[src/rtl/hcc_pkg.sv]
package hcc_pkg;
  localparam int unsigned WORD_W  = 16;
  localparam int unsigned OPC_W   = 5;
  localparam int unsigned WIN_W   = 3;
  localparam int unsigned CAUSE_N = 7;
  localparam int unsigned FILT_W  = 4;

  typedef enum logic [OPC_W-1:0] {
    OP_GLOBAL_RESET = 5'h00,
    OP_WIN_SEL      = 5'h01,
    OP_RX_OFF       = 5'h03,
    OP_RX_ON        = 5'h04,
    OP_REQ_INT      = 5'h0C,
    OP_ACK_INT      = 5'h0D,
    OP_SET_MASK     = 5'h0E,
    OP_SET_FILTER   = 5'h10
  } hcc_op_e;

  typedef struct packed {
    logic                glb_rst;
    logic                win_sel;
    logic                rx_off;
    logic                rx_on;
    logic                req_int;
    logic                ack_int;
    logic                set_mask;
    logic                set_filt;
    logic [CAUSE_N:0]    arg;
  } hcc_cmd_t;
endpackage

[src/rtl/hcc_cmd_decode.sv]
module hcc_cmd_decode
  import hcc_pkg::*;
#(
  parameter int unsigned ADDR_W   = 4,
  parameter logic [ADDR_W-1:0] CMD_ADDR = 4'hE
) (
  input  logic              wr_en,
  input  logic [ADDR_W-1:0] addr,
  input  logic [WORD_W-1:0] wdata,
  input  logic              busy,
  output hcc_cmd_t          cmd
);
  localparam int unsigned ARG_TOP = WORD_W - OPC_W - 1;

  logic    accept;
  hcc_op_e opc;
  logic    unused_arg_hi;

  assign accept        = wr_en && (addr == CMD_ADDR) && !busy;
  assign opc           = hcc_op_e'(wdata[WORD_W-1 -: OPC_W]);
  assign unused_arg_hi = ^wdata[ARG_TOP:CAUSE_N+1];

  always_comb begin
    cmd     = '0;
    cmd.arg = wdata[CAUSE_N:0];
    if (accept) begin
      unique case (opc)
        OP_GLOBAL_RESET: cmd.glb_rst  = 1'b1;
        OP_WIN_SEL:      cmd.win_sel  = 1'b1;
        OP_RX_OFF:       cmd.rx_off   = 1'b1;
        OP_RX_ON:        cmd.rx_on    = 1'b1;
        OP_REQ_INT:      cmd.req_int  = 1'b1;
        OP_ACK_INT:      cmd.ack_int  = 1'b1;
        OP_SET_MASK:     cmd.set_mask = 1'b1;
        OP_SET_FILTER:   cmd.set_filt = 1'b1;
        default:         ;
      endcase
    end
  end
endmodule

[src/rtl/hcc_busy_timer.sv]
module hcc_busy_timer #(
  parameter int unsigned HOLD = 8
) (
  input  logic clk,
  input  logic rst_n,
  input  logic start,
  output logic busy
);
  localparam int unsigned CNT_W = $clog2(HOLD + 1);

  logic [CNT_W-1:0] cnt;

  always_ff @(posedge clk or negedge rst_n) begin
    if (!rst_n)            cnt <= '0;
    else if (start)        cnt <= CNT_W'(HOLD);
    else if (cnt != '0)    cnt <= cnt - 1'b1;
  end

  assign busy = (cnt != '0);
endmodule

[src/rtl/hcc_cause_bank.sv]
module hcc_cause_bank #(
  parameter int unsigned N_CAUSE = 7,
  parameter int unsigned REQ_BIT = 6
) (
  input  logic             clk,
  input  logic             rst_n,
  input  logic             clear,
  input  logic [N_CAUSE-1:0] evt,
  input  logic             req,
  input  logic             ack_en,
  input  logic [N_CAUSE:0] ack_bits,
  input  logic [N_CAUSE:1] mask,
  output logic [N_CAUSE:0] causes
);
  logic [N_CAUSE:1] raise;
  logic [N_CAUSE:0] ack;
  logic             latch_set;

  assign ack = ack_en ? ack_bits : '0;

  for (genvar i = 1; i <= N_CAUSE; i++) begin : g_cause
    if (i == REQ_BIT) begin : g_req
      assign raise[i] = evt[i-1] | req;
    end else begin : g_evt
      assign raise[i] = evt[i-1];
    end

    always_ff @(posedge clk or negedge rst_n) begin
      if (!rst_n)        causes[i] <= 1'b0;
      else if (clear)    causes[i] <= 1'b0;
      else if (raise[i]) causes[i] <= 1'b1;
      else if (ack[i])   causes[i] <= 1'b0;
    end
  end

  assign latch_set = |(raise & mask);

  always_ff @(posedge clk or negedge rst_n) begin
    if (!rst_n)         causes[0] <= 1'b0;
    else if (clear)     causes[0] <= 1'b0;
    else if (latch_set) causes[0] <= 1'b1;
    else if (ack[0])    causes[0] <= 1'b0;
  end
endmodule

[src/rtl/host_cmd_ctrl.sv]
module host_cmd_ctrl
  import hcc_pkg::*;
#(
  parameter int unsigned ADDR_W       = 4,
  parameter logic [ADDR_W-1:0] CMD_ADDR = 4'hE,
  parameter int unsigned RESET_CYCLES = 8
) (
  input  logic                  clk,
  input  logic                  rst_n,
  input  logic                  wr_en,
  input  logic                  rd_en,
  input  logic [ADDR_W-1:0]     addr,
  input  logic [WORD_W-1:0]     wdata,
  output logic [WORD_W-1:0]     rdata,
  input  logic [CAUSE_N-1:0]    cause_evt,
  output logic                  irq,
  output logic [WIN_W-1:0]      win_sel,
  output logic                  rx_enable,
  output logic [FILT_W-1:0]     rx_filter
);
  localparam int unsigned PAD_W = WORD_W - WIN_W - 1 - (CAUSE_N + 1);

  hcc_cmd_t          cmd;
  logic              busy;
  logic [CAUSE_N:0]  causes;
  logic [CAUSE_N:1]  mask_q;
  logic [WORD_W-1:0] status_w;
  logic              unused_arg_lo;

  hcc_cmd_decode #(.ADDR_W(ADDR_W), .CMD_ADDR(CMD_ADDR)) u_dec (
    .wr_en (wr_en),
    .addr  (addr),
    .wdata (wdata),
    .busy  (busy),
    .cmd   (cmd)
  );

  hcc_busy_timer #(.HOLD(RESET_CYCLES)) u_busy (
    .clk   (clk),
    .rst_n (rst_n),
    .start (cmd.glb_rst),
    .busy  (busy)
  );

  hcc_cause_bank #(.N_CAUSE(CAUSE_N), .REQ_BIT(6)) u_cause (
    .clk      (clk),
    .rst_n    (rst_n),
    .clear    (cmd.glb_rst),
    .evt      (cause_evt),
    .req      (cmd.req_int),
    .ack_en   (cmd.ack_int),
    .ack_bits (cmd.arg),
    .mask     (mask_q),
    .causes   (causes)
  );

  assign unused_arg_lo = cmd.arg[0];

  always_ff @(posedge clk or negedge rst_n) begin
    if (!rst_n) begin
      win_sel   <= '0;
      mask_q    <= '0;
      rx_enable <= 1'b0;
      rx_filter <= '0;
    end else if (cmd.glb_rst) begin
      win_sel   <= '0;
      mask_q    <= '0;
      rx_enable <= 1'b0;
      rx_filter <= '0;
    end else begin
      if (cmd.win_sel)  win_sel   <= cmd.arg[WIN_W-1:0];
      if (cmd.set_mask) mask_q    <= cmd.arg[CAUSE_N:1];
      if (cmd.rx_on)    rx_enable <= 1'b1;
      if (cmd.rx_off)   rx_enable <= 1'b0;
      if (cmd.set_filt) rx_filter <= cmd.arg[FILT_W-1:0];
    end
  end

  assign status_w = {win_sel, busy, {PAD_W{1'b0}}, causes};
  assign irq      = (|(causes[CAUSE_N:1] & mask_q)) | causes[0];
  assign rdata    = (rd_en && addr == CMD_ADDR) ? status_w : '0;
endmodule

[config.mk]
export PLATFORM = sky130hd
export DESIGN_NAME = host_cmd_ctrl
export DESIGN_NICKNAME = d
export VERILOG_FILES = /design/src/rtl/hcc_pkg.sv /design/src/rtl/hcc_cmd_decode.sv /design/src/rtl/hcc_busy_timer.sv /design/src/rtl/hcc_cause_bank.sv /design/src/rtl/host_cmd_ctrl.sv
export SDC_FILE = /design/constraint.sdc
export NUM_CORES = 1
export LEC_CHECK = 0
export BUFFER_PORTS_ARGS = -buffer_cell sky130_fd_sc_hd__buf_2
export CAP_MARGIN = 10
export CORE_UTILIZATION = 29
export CTS_CLUSTER_DIAMETER = 30
export DETAILED_ROUTE_END_ITERATION = 7
export PLACE_DENSITY = 0.5
export SKIP_CTS_REPAIR_TIMING = 1
export SYNTH_ARGS = -nofsm -noshare
export SYNTH_HDL_FRONTEND = slang
export SYNTH_SLANG_ARGS = --single-unit
[constraint.sdc]
create_clock -name clk -period 2 [get_ports clk]
set_input_delay 0.4 -clock clk [delete_from_list [all_inputs] [get_ports clk]]
set_output_delay 0.4 -clock clk [all_outputs]
set_load 0.01 [all_outputs]
==> summary.md <==
| Metric | Value |
|---|---|
| FMAX | approximately 0.52 GHz |
| Initial antenna violation count | 0 |
| Synth area leaders | dfrtp_1, mux2i_1, and3_1 |
| Register area | around 680 um^2 |
| Area delta synth->final | 24.8% |
| P_leak | 1.00 nW |
| Cells on worst reg2reg path | 7 |
| Synth Area in Adders | 0.0160 |
| Slew margin rel. | 0.567 |
| Highest-delay cell along the critical path | dfrtp_1 |
| Pwr Density | 715 nW/um^2 |
| Pre-CTS WS | 0.229 ns |
| Die H | 75.4 um |
| Worst Path Arrival | 1.52 ns |
| Vias per Instance | 4.79 |
| Main combinational cell family by area after synthesis | simple AND/OR/NAND/NOR gates |
| Final Critical Period | approximately 1.9 ns |
| DRC | 0 |
| CTS Buf Count | 3 |
| Delay of the slowest cell on the worst path | 0.41 ns |
| Clk_skew | between 0.007 and 0.008 ns |
| Distinct cells, synth | 33 |
| Max Slew Vio Count | 0 |
| VDD IR max | 0.501 mV |
| Syn. warnings | 0 |
| Final WS setup | between 0.08 and 0.09 ns |
| First-pass GRT wire length | 6440 um |
| Fillers | 561 |
| Met1 wire length | 2070 um |
| Grt ovf | 0 |
| Largest fanout on the critical path | 3 |
| Crit path kind | flip-flop to output pin |
| Vias in the first global route | 1264 |
| Clock root buffer | clkbuf_8 |
| Outcome | finished clean |
| Max Used Layer | met4 |
| Area of the multi-input gates | 785 um^2 |
| WL per Instance | about 14 um |
| Detail Route Antenna Nets | 0 |
| Final net count | between 200 and 300 |
| Chip width | around 75 um |
| Die Area | 5680 um^2 |
| Post-synthesis mux area share | 0.0706 |
| Pre-antenna DRT Iters | 5 |
| Sink Count | 27 |
| Layout cell share with drive strength beyond 1 | 0.305 |
| CTS Buffer Depth | 2 |
| Max-Cap Viols | 0 |
| Synth Area in XOR/XNOR | 0.0112 |
| Crit path cell chain | a22o_1, a221oi_1, nand3_1, buf_2 |
| Antenna fix cells | 0 |
| Post-DP HPWL | 3050 um |
| Synth Register Bits | 27 |
| Met2 wire len | 1860 um |
| RSZ-0062 raised after global routing | no |
| Total wire length | 4130 um |
| Placed cells | approximately 290 |
| WL met3 | 176 um |
| Io pins | 56 |
| Vias | between 1000 and 1500 |
| Startpoint Class | flip-flop |
| DR iter-0 viols | 41 |
| Clk_lat worst skew | 0.28 ns |
| CTS H-tree depth | 1 |
| Mapped cell area | 1560 um^2 |
| Layout Cells excl Fill | 290 |
| Mapped Cells | 170 |
| # setup viols final | 0 |
| Gr usage total | 0.155 |
| Crit. End Element | output pin |
| Final worst-path cycle share | 0.958 |
| CTS tree | built |
| Post-synthesis sequential area ratio | 0.433 |
| Worst Tran Pin Value | 0.650 ns |
| Synth Area in Compound Gates | 0.133 |
| Yosys top cell area share | 0.433 |
| Worst Hold Class | primary input to async pin |
| Routability congestion estimate | 0.748 |
| FP Rows | 26 |
| Area share of and/or/nand/nor cells after synthesis | 0.254 |
| Clk pin slew, worst setup/hold paths | roughly 0.10 ns |
| Post-synthesis area per instance | 9.18 um^2 |
| Port Buffers | 48 |
| Area leader, netlist | dfrtp_1 |
| Largest net degree at the start of global routing | 28 |
| Core Area | 5140 um^2 |
| Final hold violations | 0 |
| CP required | ~1.6 ns |
| Initial Utilization | 0.304 |
## power breakdown
group | internal, mW | switching (mW)
Combinational | 0.199 | 0.228
Sequential | 0.606 | 0.0408
Clock | 0.140 | 0.180
## through the flow
stage               area (um^2)   util  TNS, ns  hold WS [ns]  power [mW]
floorplan                  1570      -        0         0.104       0.922
global placement           1890  0.367        0         0.468        1.05
detailed placement         1890  0.367        0         0.471        1.06
CTS                        1930  0.376  -0.0638         0.159        1.39
global route               1950  0.379        0         0.173        1.50
finish                     1950  0.379        0         0.135        1.39
## per-layer routing
layer,track usage,vias to the layer above
li1,-,690
met1,0.222,660
met2,0.240,36
met3,0.0304,2
met4,0.0370,0
met5,0,-
## layout make-up
class / instances / area share
tap: 70 / 0.0450
sequential: 27 / 0.347
multi-input combinational: 119 / 0.403
timing repair buffer: 56 / 0.154
inverter: 14 / 0.0270
clock inverter: 1 / 0.00257
clock buffer: 3 / 0.0212
## sequential cells by signal, summed over array words and instances (netlist names)
| name | count |
|---|---|
| u_cause.causes | 8 |
| mask_q | 7 |
| rx_filter | 4 |
| u_busy.cnt | 4 |
| win_sel | 3 |
| rx_enable | 1 |
## cells by family (layout without fill, tap and decap cells)
family | Yosys count | count (layout)
adders and majority gates | 2 | 2
DFF | 27 | 27
buffers and inverters | 27 | 74
AOI/OAI and AO/OA | 35 | 35
xor gates and xnor gates | 2 | 2
muxes | 11 | 11
and+or+nand+nor | 65 | 65
other | 1 | 4
## layout by cell type (no fill, tap or decap), types with 2 or more instances in the layout
cell,synthesis,final
and3_1,14,14
nand3_1,13,13
a31oi_1,2,2
dfrtp_1,27,27
clkbuf_8,0,3
nor3_1,2,2
xnor2_1,2,2
nor2_1,16,16
a21oi_1,10,10
conb_1,1,4
mux2i_1,11,11
nand4b_1,2,2
inv_1,14,13
nand2_1,10,10
buf_4,5,8
buf_2,3,48
o21ai_0,14,14
a22oi_1,3,3
## critical path, delay by kind of cell (launching register included)
kind / cells / cell delay (ns)
flops: 1 / 0.41
simple gates: 1 / 0.13
buf+inv: 1 / 0.17
compound gates: 2 / 0.54
## synth_stat cells, drive strengths merged
cell,instances
a2111oi,1
a211o,1
a211oi,1
a21oi,10
a221oi,1
a222oi,1
a22o,1
a22oi,3
a31oi,2
and3,14
and4b,1
buf,8
clkbuf,5
conb,1
dfrtp,27
ha,2
inv,14
mux2i,11
nand2,10
nand2b,1
nand3,13
nand3b,1
nand4b,3
nand4bb,1
nor2,16
nor3,3
nor3b,1
nor4,1
o21ai,14
xnor2,2
## worst paths after layout
| path | start | end | slack, ns |
|---|---|---|---|
| worst max-delay path | mask_q[1] | irq | 0.08 |
| worst min-delay path | rst_n | rx_filter[0] | 0.14 |
| worst max register to register | u_busy.cnt[1] | mask_q[6] | 0.35 |
| worst min register to register | rx_filter[3] | rx_filter[3] | 0.52 |
| max in group asynchronous | rst_n | mask_q[5] | 1.44 |
| min in group clk | cause_evt[1] | u_cause.causes[2] | 0.35 |
(Power assumes the default switching activity.)
